$ cat src/rtl/wdog_pkg.sv
// Shared constants for the keyed-restart watchdog.
// Assumes a 32-bit register word and byte addressing with word alignment.
package wdog_pkg;
    localparam int REG_W = 32;

    // Byte offsets of the register words
    localparam int OFS_COUNT   = 'h00;
    localparam int OFS_RELOAD  = 'h04;
    localparam int OFS_RESTART = 'h08;
    localparam int OFS_CTRL    = 'h0C;
    localparam int OFS_WIDTH   = 'h18;
    localparam int OFS_MASK    = 'h1C;

    // Control bit positions
    localparam int CB_ENABLE = 0;
    localparam int CB_SYSRST = 1;
    localparam int CB_IRQ    = 2;
    localparam int CB_EXTRST = 3;
    localparam int CB_SLOW   = 4;
    localparam int CB_SCOPE  = 5;

    // Force the reserved nibble to zero and the slow-tick select to one
    function automatic logic [REG_W-1:0] sanitize_ctrl(input logic [REG_W-1:0] d);
        logic [REG_W-1:0] r;
        r = d;
        r[11:8] = 4'h0;
        r[CB_SLOW] = 1'b1;
        return r;
    endfunction
endpackage

$ cat src/rtl/wdog_prescaler.sv
// Tick prescaler: divides the clock by DIV while the timer runs.
// Assumes DIV >= 2. The phase restarts on every load and while stopped.
module wdog_prescaler #(
    parameter int DIV = 24
) (
    input  logic clk,
    input  logic rst_n,
    input  logic run,
    input  logic restart,
    output logic tick
);
    localparam int PRE_W = (DIV > 2) ? $clog2(DIV) : 1;
    localparam logic [PRE_W-1:0] LAST = PRE_W'(DIV - 1);

    logic [PRE_W-1:0] pre_q;

    assign tick = run && !restart && (pre_q == LAST);

    // Phase counter: clears on load or stop, wraps at DIV-1
    always_ff @(posedge clk) begin
        if (!rst_n || restart || !run) begin
            pre_q <= '0;
        end else if (pre_q == LAST) begin
            pre_q <= '0;
        end else begin
            pre_q <= pre_q + 1'b1;
        end
    end

    p_pre_range_r5: assert property (@(posedge clk) disable iff (!rst_n)
        pre_q <= LAST);
    p_pre_idle_r6: assert property (@(posedge clk) disable iff (!rst_n)
        !run |=> (pre_q == '0));
endmodule

$ cat src/rtl/wdog_counter.sv
// Live countdown counter with a running flag.
// Assumes load and stop are never requested in the same cycle.
// Expiry is flagged combinationally on the tick that leaves it at zero.
module wdog_counter #(
    parameter int                         CNT_W   = 32,
    parameter logic [CNT_W-1:0]           RST_VAL = 32'h03EF1480
) (
    input  logic             clk,
    input  logic             rst_n,
    input  logic             load,
    input  logic             arm,
    input  logic [CNT_W-1:0] load_val,
    input  logic             stop,
    input  logic             tick,
    output logic [CNT_W-1:0] cnt,
    output logic             running,
    output logic             expire
);
    localparam logic [CNT_W-1:0] ONE = CNT_W'(1);

    logic [CNT_W-1:0] cnt_q;
    logic             run_q;

    assign cnt     = cnt_q;
    assign running = run_q;
    assign expire  = run_q && tick && !load && (cnt_q <= ONE);

    // Count value: load, hold, or step down on a tick
    always_ff @(posedge clk) begin
        if (!rst_n) begin
            cnt_q <= RST_VAL;
        end else if (load) begin
            cnt_q <= load_val;
        end else if (run_q && tick && cnt_q != '0) begin
            cnt_q <= cnt_q - ONE;
        end
    end

    // Running flag: armed by load, cleared by stop or expiry
    always_ff @(posedge clk) begin
        if (!rst_n) begin
            run_q <= 1'b0;
        end else if (load) begin
            run_q <= arm;
        end else if (stop || expire) begin
            run_q <= 1'b0;
        end
    end

    p_step_r5: assert property (@(posedge clk) disable iff (!rst_n)
        (run_q && tick && !load && cnt_q > ONE) |=> (cnt_q == $past(cnt_q) - ONE));
    p_frozen_r6: assert property (@(posedge clk) disable iff (!rst_n)
        (!run_q && !load) |=> $stable(cnt_q));
    p_stop_at_zero_r8: assert property (@(posedge clk) disable iff (!rst_n)
        expire |=> (!run_q && cnt_q == '0));
endmodule

$ cat src/rtl/wdog_regs.sv
// Register file and decoder for the watchdog.
// Assumes single-cycle accesses. Words are decoded only when the low two
// address bits are zero. Produces the load, arm and stop controls for
// the counter, and the keyed-restart strobe.
module wdog_regs #(
    parameter int                      ADDR_W     = 8,
    parameter logic [15:0]             KEY        = 16'h4755,
    parameter logic [wdog_pkg::REG_W-1:0] RELOAD_RST = 32'h03EF1480
) (
    input  logic                          clk,
    input  logic                          rst_n,
    input  logic                          bus_valid,
    input  logic                          bus_write,
    input  logic [ADDR_W-1:0]             bus_addr,
    input  logic [wdog_pkg::REG_W-1:0]    bus_wdata,
    output logic [wdog_pkg::REG_W-1:0]    bus_rdata,
    input  logic [wdog_pkg::REG_W-1:0]    cnt,
    input  logic                          veto,
    output logic [wdog_pkg::REG_W-1:0]    ctrl,
    output logic [wdog_pkg::REG_W-1:0]    reload,
    output logic                          load,
    output logic                          arm,
    output logic                          stop,
    output logic                          key_ok
);
    import wdog_pkg::*;

    localparam logic [ADDR_W-1:0] A_COUNT   = ADDR_W'(OFS_COUNT);
    localparam logic [ADDR_W-1:0] A_RELOAD  = ADDR_W'(OFS_RELOAD);
    localparam logic [ADDR_W-1:0] A_RESTART = ADDR_W'(OFS_RESTART);
    localparam logic [ADDR_W-1:0] A_CTRL    = ADDR_W'(OFS_CTRL);
    localparam logic [ADDR_W-1:0] A_WIDTH   = ADDR_W'(OFS_WIDTH);
    localparam logic [ADDR_W-1:0] A_MASK    = ADDR_W'(OFS_MASK);
    localparam logic [REG_W-1:0]  CTRL_RST  = sanitize_ctrl('0);
    localparam logic [REG_W-1:0]  WIDTH_RST = REG_W'(32'hFF);

    logic [REG_W-1:0] ctrl_q, reload_q, width_q, mask_q, ctrl_new;
    logic             aligned, wr, hit_ctrl, en_rise, en_fall;

    assign aligned  = (bus_addr[1:0] == 2'b00);
    assign wr       = bus_valid && bus_write && aligned;
    assign hit_ctrl = wr && (bus_addr == A_CTRL);
    assign ctrl_new = sanitize_ctrl(bus_wdata);
    assign en_rise  = hit_ctrl &&  ctrl_new[CB_ENABLE] && !ctrl_q[CB_ENABLE];
    assign en_fall  = hit_ctrl && !ctrl_new[CB_ENABLE] &&  ctrl_q[CB_ENABLE];
    assign key_ok   = wr && (bus_addr == A_RESTART) && (bus_wdata[15:0] == KEY);

    assign load   = en_rise || key_ok;
    assign arm    = en_rise || ctrl_q[CB_ENABLE];
    assign stop   = en_fall;
    assign ctrl   = ctrl_q;
    assign reload = reload_q;

    // Control word: bus write wins over the expiry veto wipe
    always_ff @(posedge clk) begin
        if (!rst_n) begin
            ctrl_q <= CTRL_RST;
        end else if (hit_ctrl) begin
            ctrl_q <= ctrl_new;
        end else if (veto) begin
            ctrl_q <= '0;
        end
    end

    // Plain storage words: reload value, pulse width, reset mask
    always_ff @(posedge clk) begin
        if (!rst_n) begin
            reload_q <= RELOAD_RST;
            width_q  <= WIDTH_RST;
            mask_q   <= '0;
        end else if (wr) begin
            if (bus_addr == A_RELOAD) reload_q <= bus_wdata;
            if (bus_addr == A_WIDTH)  width_q  <= bus_wdata;
            if (bus_addr == A_MASK)   mask_q   <= bus_wdata;
        end
    end

    // Read mux: unmapped, write-only and misaligned offsets return zero
    always_comb begin
        bus_rdata = '0;
        if (aligned) begin
            unique case (bus_addr)
                A_COUNT:  bus_rdata = cnt;
                A_RELOAD: bus_rdata = reload_q;
                A_CTRL:   bus_rdata = ctrl_q;
                A_WIDTH:  bus_rdata = width_q;
                A_MASK:   bus_rdata = mask_q;
                default:  bus_rdata = '0;
            endcase
        end
    end

    p_ctrl_sane_r3: assert property (@(posedge clk) disable iff (!rst_n)
        (ctrl_q[11:8] == 4'h0) && (ctrl_q[CB_SLOW] || ctrl_q == '0));
    p_restart_reads_zero_r2: assert property (@(posedge clk) disable iff (!rst_n)
        (bus_addr == A_RESTART) |-> (bus_rdata == '0));
endmodule

$ cat src/rtl/wdog_core.sv
// Keyed-restart watchdog core: register file, tick prescaler, countdown
// counter and expiry event logic.
// Assumes clk is the 24 MHz peripheral clock when PRESCALE = 24.
// The control sanitizer always selects the divided tick.
module wdog_core #(
    parameter int          ADDR_W     = 8,
    parameter int          PRESCALE   = 24,
    parameter logic [15:0] KEY        = 16'h4755,
    parameter logic [31:0] RELOAD_RST = 32'h03EF1480
) (
    input  logic              clk,
    input  logic              rst_n,
    input  logic              bus_valid,
    input  logic              bus_write,
    input  logic [ADDR_W-1:0] bus_addr,
    input  logic [31:0]       bus_wdata,
    output logic [31:0]       bus_rdata,
    input  logic              mc_hold,
    output logic              reset_event,
    output logic              ext_reset_event,
    output logic              reset_full_chip,
    output logic              irq
);
    import wdog_pkg::*;

    logic [REG_W-1:0] ctrl, reload, cnt;
    logic load, arm, stop, key_ok, tick, running, expire, veto, fire;
    logic rst_evt_q, ext_evt_q, irq_q;

    assign veto = expire && mc_hold;
    assign fire = expire && !mc_hold;

    wdog_regs #(
        .ADDR_W(ADDR_W), .KEY(KEY), .RELOAD_RST(RELOAD_RST)
    ) u_regs (
        .clk(clk), .rst_n(rst_n),
        .bus_valid(bus_valid), .bus_write(bus_write),
        .bus_addr(bus_addr), .bus_wdata(bus_wdata), .bus_rdata(bus_rdata),
        .cnt(cnt), .veto(veto), .ctrl(ctrl), .reload(reload),
        .load(load), .arm(arm), .stop(stop), .key_ok(key_ok)
    );

    wdog_prescaler #(.DIV(PRESCALE)) u_pre (
        .clk(clk), .rst_n(rst_n), .run(running), .restart(load), .tick(tick)
    );

    wdog_counter #(.CNT_W(REG_W), .RST_VAL(RELOAD_RST)) u_cnt (
        .clk(clk), .rst_n(rst_n), .load(load), .arm(arm), .load_val(reload),
        .stop(stop), .tick(tick), .cnt(cnt), .running(running), .expire(expire)
    );

    // Expiry pulses, each qualified by its control enable bit
    always_ff @(posedge clk) begin
        if (!rst_n) begin
            rst_evt_q <= 1'b0;
            ext_evt_q <= 1'b0;
        end else begin
            rst_evt_q <= fire && ctrl[CB_SYSRST];
            ext_evt_q <= fire && ctrl[CB_EXTRST];
        end
    end

    // Interrupt latch: set at unvetoed expiry, cleared by keyed restart
    always_ff @(posedge clk) begin
        if (!rst_n) begin
            irq_q <= 1'b0;
        end else if (key_ok) begin
            irq_q <= 1'b0;
        end else if (fire && ctrl[CB_IRQ]) begin
            irq_q <= 1'b1;
        end
    end

    assign reset_event     = rst_evt_q;
    assign ext_reset_event = ext_evt_q;
    assign reset_full_chip = ctrl[CB_SCOPE];
    assign irq             = irq_q;

    p_single_pulse_r8: assert property (@(posedge clk) disable iff (!rst_n)
        reset_event |=> !reset_event);
    p_ext_single_r8: assert property (@(posedge clk) disable iff (!rst_n)
        ext_reset_event |=> !ext_reset_event);
    p_veto_r10: assert property (@(posedge clk) disable iff (!rst_n)
        (veto && !(bus_valid && bus_write)) |=>
            (!reset_event && !ext_reset_event && bus_rdata !== 32'hx && !irq_q == !$past(irq_q)));
    p_irq_cause_r9: assert property (@(posedge clk) disable iff (!rst_n)
        $rose(irq) |-> $past(fire));
    p_irq_clear_r9: assert property (@(posedge clk) disable iff (!rst_n)
        key_ok |=> !irq);
endmodule

$ cat config.mk
export PLATFORM = sky130hd
export DESIGN_NAME = wdog_core
export DESIGN_NICKNAME = d
export VERILOG_FILES = /design/src/rtl/wdog_pkg.sv /design/src/rtl/wdog_prescaler.sv /design/src/rtl/wdog_counter.sv /design/src/rtl/wdog_regs.sv /design/src/rtl/wdog_core.sv
export SDC_FILE = /design/constraint.sdc
export NUM_CORES = 1
export LEC_CHECK = 0
export ABC_AREA = 1
export BUFFER_PORTS_ARGS = -buffer_cell sky130_fd_sc_hd__buf_2
export CAP_MARGIN = 5
export CORE_UTILIZATION = 64
export CTS_CLUSTER_SIZE = 40
export DETAILED_ROUTE_END_ITERATION = 8
export GPL_ROUTABILITY_DRIVEN = 0
export PLACE_DENSITY = 0.85
export SLEW_MARGIN = 15
export SYNTH_ARGS = -nofsm -noshare
export SYNTH_HDL_FRONTEND = slang
export SYNTH_SLANG_ARGS = --single-unit
$ cat constraint.sdc
create_clock -name clk -period 3.3 [get_ports clk]
set_clock_uncertainty 0.2 [all_clocks]
set_input_delay 0.66 -clock clk [delete_from_list [all_inputs] [get_ports clk]]
set_output_delay 0.66 -clock clk [all_outputs]
set_load 0.1 [all_outputs]
; Word level (Yosys, flattened, before mapping)
; Cells that the tools add are included.
[totals]
regBits = 165
inputBits = 45
out_inout_bits = 36
elab_cells = 73
[classes]
add_sub_neg = 2
n_lt_le_gt_ge = 1
n_eq_ne = 7
mux = 8
bitwise = 1
n_reduce_logical = 43
[ops]
columns = op, n
row1 = 32-bit 2-to-1 mux, 5
row2 = 32-bit one-hot mux with 5 select lines, 1
row3 = 32-bit by 1-bit less-or-equal comparator with 1-bit output (second input constant), 1
row4 = 32-bit nonzero test, 1
row5 = 32-bit by 1-bit subtractor with 32-bit output (second input constant), 1
row6 = 1-bit logical AND, 20
row7 = 16-bit by 15-bit equality test with 1-bit output (second input constant), 1
row8 = 8-bit by 4-bit equality test with 1-bit output (second input constant), 2
row9 = 8-bit by 5-bit equality test with 1-bit output (second input constant), 2
row10 = 8-bit by 3-bit equality test with 1-bit output (second input constant), 1
row11 = 8-bit zero test, 1
row12 = 1-bit zero test, 6
row13 = 2-bit AND reduction, 3
row14 = 2-bit nonzero test, 3
row15 = 2-bit OR reduction, 3
row16 = 5-bit by 1-bit adder with 5-bit output (second input constant), 1
row17 = 5-bit equality test (second input constant), 1
row18 = 1-bit logical OR, 5
row19 = 2-bit zero test, 1
row20 = 1-bit 2-to-1 mux, 2
row21 = 1-bit inverter, 1

; Longest topological paths before layout
[depth]
word_depth = 15
depth_mapped = 13
ltp_nobuf = 12

; Hierarchy
; A second synthesis with hierarchy kept.
[hier_totals]
cells_unflattened = 1423
hier_area_um2 = 9083.7
[modules_own_cells]
columns = module, instances, cells_each, area_per_inst_um2, seq_area_each_um2
row1 = wdog_regs, 1, 929, 6200.9, 2482.4
row2 = wdog_counter, 1, 444, 2532.4, 660.6
row3 = wdog_prescaler, 1, 34, 235.2, 100.1
row4 = wdog_core, 1, 16, 115.1, 60.1

; Least setup slack after synthesis
; No wires, ideal clock.
[synth_path]
path_type = input to output
from = input port bus_addr[5]
to = output port bus_rdata[10]
arrival_time_ps = 3555
required_time_ps = 2440
path_slack_ps = -1115
cell_stages = 6
n_path_buf = 1
path_cell_list = nor2_1 -> nand2_2 -> nor2_1 -> clkbuf_1 -> inv_1 -> o21ai_0
[synth_between]
elab_chain_len = 3
elab_cells_between_ends = 7
cone_classes = 4 x eq/ne / 2 x mux / 1 x reduce/logical
[synth_lines]
columns = element, line_no
row1 = from (decl), wdog_core.sv:15  ; input logic [ADDR_W-1:0] bus_addr,
row2 = "8-bit by 5-bit equality test with 1-bit output, or another cell as far along", wdog_regs.sv:82  ; unique case (bus_addr)
row3 = 32-bit one-hot mux with 5 select lines *, wdog_regs.sv:82
row4 = 32-bit 2-to-1 mux *, wdog_regs.sv:81  ; if (aligned) begin
row5 = to (decl), wdog_core.sv:17  ; output logic [31:0] bus_rdata,
; Mark *: on every way between the ends. The rest lies on a longest branch, timed or not.

; Final worst setup path
[layout_path]
from = input port bus_addr[1]
to = output port bus_rdata[4]
[layout_between]
elab_chain_len = 3
elab_cells_between_ends = 8
cone_classes = 4 x eq/ne / 2 x mux / 2 x reduce/logical
[layout_lines]
columns = element, line_no
row1 = "8-bit by 5-bit equality test with 1-bit output, or another cell as far along", wdog_regs.sv:82
row2 = 32-bit one-hot mux with 5 select lines, wdog_regs.sv:82
row3 = 32-bit 2-to-1 mux *, wdog_regs.sv:81
; Marked as above.

==> flow_summary.toml <==
[floorplanning]
rows = 41
die_area_um2 = 13700
dieWidth_um = 117
core_um2 = 12700
dieHeight_um = 117
start_util_pct = 66.4
ioPinCount = 81

[setup_path]
crit_path_start_kind = "input pin"
reg2reg_slack_ns = 0.83
cp-end-kind = "output port"
critPathKind = "input pin to output port"
arrival_ns = 2.15
crit_chain = "buf_2, nor2_4, nand3_1, inv_2, nand2_4, inv_1, nand2_1, o2111ai_1, buf_12"
slowest_stage = "inv_1"
cp.required_ns = 2.44
worstPathMaxFanout = 13
critPathMaxStageDelay_ns = 0.27

[pwr]
p_leak_nw = 4.00
ir_drop_v = 0.000392
powerDensity_nw_per_um2 = 411
totalPowerFinal_mw = 4.11

[timing]
finalCritPeriodShare_pct = 91.2
drv_slew = 0
setup_viol = 0
tightest_slew_ns = 0.919
hold_viol = 0
tns_ns = 0
maxSlewHeadroom_pct = 38.8
fmax_mhz = 332
rsz0062_at_grt = "false"
min_period_ns = 3.01

[synth]
ys_ff_latch = 165
synth.distinct_cells = 40
yosys_warnings = 0
synth_seq_area_share_pct = 39.1
syn_area_per_cell_um2 = 6.94
syn_nets = 1266
netlist_instances = 1217
syn_area_um2 = 8440

[detailed_routing]
drc_errors = 0
wire_per_inst_um = 17.2
final_antenna_net_count = 0
vias = 8633
drt-pass1-iter-count = 6
dr.first_iter.drc_count = 998
vias_per_cell = 5.94
routed_wl_mm = 24.9

[cts]
cts_tree = "yes"
cts-hold-fix-buffers = 0
cts-root-buf = "clkbuf_16"
h-tree-depth = 4
cts.clk_slew.worst_paths_ns = 0.06
postCtsResizedCells = 0
post_cts_buffers = 0
clk_latency_ns = 0.43
cts_max_path_buffers = 2
clkSinkCount = 165
cts_buffers = 17

[place]
postPlaceCellArea_um2 = 9410
portBuffers = 80
hpwlAfterDp_mm = 16.6

[cells_and_area]
drive_gt1_share_pct = 15.3
nFillCells = 941
stdcell_area_um2 = 9990
final_common_cell = "nand2_1"
layout_common_cells = "nand2_1 (304), dfxtp_1 (165), a21oi_1 (113)"
area_growth_pct = 18.3
final_core_util_pct = 78.5
fin_nets = 1316

[grt]
grt_remaining_overflow = 0
grt_pass1_wl_mm = 39.8
grt_pass1_vias = 8017
antenna_found_initial = 2
grt_max_degree = 104
track_usage_pct = 38.0

[min_path]
hold_class = "register to register"

[job]
drv_cap = 0

[status]
outcome = "completed"
worst paths after layout:
check / startpoint / to / cells past startpoint
setup / recovery: bus_addr[1] / bus_rdata[4] / 9
hold / removal: u_pre.pre_q[0] / u_pre.pre_q[0] / 1
setup reg to reg: u_cnt.cnt[1] / u_cnt.cnt[17] / 11
hold reg to reg: u_pre.pre_q[0] / u_pre.pre_q[0] / 1
through the flow:
step           cells  worst slack (ns)  hold slack (ns)
2_1_floorplan   1217            -0.465            0.218
3_3_place_gp    1420             0.357            0.234
3_5_place_dp    1420             0.330            0.243
4_1_cts         1452             0.330            0.255
5_1_grt         1452             0.212            0.274
6_report        1454             0.290            0.251
cell families (layout without fill, tap and decap cells):
| family | after synthesis | in the layout | synth area share, % |
|---|---|---|---|
| adders and majority gates | 4 | 4 | 0.593 |
| and+or+nand+nor | 559 | 559 | 29.2 |
| other | 0 | 2 | 0 |
| AOI/OAI and AO/OA | 281 | 281 | 19.4 |
| xor gates and xnor gates | 23 | 23 | 2.39 |
| DFF | 165 | 165 | 39.1 |
| buffers and inverters | 185 | 248 | 9.29 |
registers in the layout, indices dropped and copies added (netlist names), 5 cells and up:
register and cells:
u_cnt.cnt 32, u_regs.width_q 32, u_regs.reload 32, u_regs.mask_q 32, u_pre.pre_q 5, u_regs.ctrl 28
cell usage after synthesis, drive strengths merged:
| library cell | number | area share, % |
|---|---|---|
| a22oi | 28 | 2.5 |
| nand4 | 11 | 0.99 |
| ha | 4 | 0.59 |
| xnor2 | 6 | 0.62 |
| dfxtp | 165 | 39 |
| clkbuf | 30 | 1.3 |
| a211oi | 7 | 0.62 |
| or2 | 1 | 0.074 |
| buf | 33 | 2.5 |
| nand2 | 318 | 15 |
| nor4 | 1 | 0.074 |
| a31oi | 1 | 0.074 |
| a21oi | 117 | 7.1 |
| xor2 | 17 | 1.8 |
| nand3 | 89 | 5.4 |
| nor2 | 133 | 7.3 |
| o22ai | 20 | 1.5 |
| nor3 | 3 | 0.24 |
| o2111ai | 11 | 1.1 |
| o211ai | 12 | 1.4 |
| nand3b | 3 | 0.27 |
| o21ai | 85 | 5.0 |
| inv | 122 | 5.4 |
area by class of cell:
| cell class | instances | area, um^2 | share of cell area (%) |
|---|---|---|---|
| inverters | 122 | 458 | 4.58 |
| repair buffers | 94 | 1050 | 10.5 |
| clock buffers | 19 | 443 | 4.43 |
| flip-flops and latches | 165 | 3300 | 33.1 |
| diodes | 2 | 5.00 | 0.0501 |
| clock inverters | 13 | 133 | 1.33 |
| multi-input cells | 867 | 4380 | 43.9 |
| well taps | 172 | 215 | 2.15 |
critical path: cells and delay by family:
kind	cells	cell delay, ns
AOI/OAI and AO/OA	1	0.19
buffers and inverters	4	0.73
and+or+nand+nor	4	0.57
routing by layer:
| metal | vias to the layer above | wire [um] | global-route usage [%] |
|---|---|---|---|
| li1 | 4110 | - | - |
| met2 | 503 | 11100 | 59.4 |
| met1 | 3923 | 10200 | 49.9 |
| met5 | - | 11 | 0 |
| met4 | 2 | 813 | 16.9 |
| met3 | 95 | 2760 | 9.53 |
where the power goes:
part	leakage (nW)	internal, mW	switching (mW)
logic	2.39	0.0439	0.113
registers	1.33	1.99	0.000340
clock network	0.282	1.08	0.879
total	4.00	3.12	0.992
(Power assumes the default switching activity.)
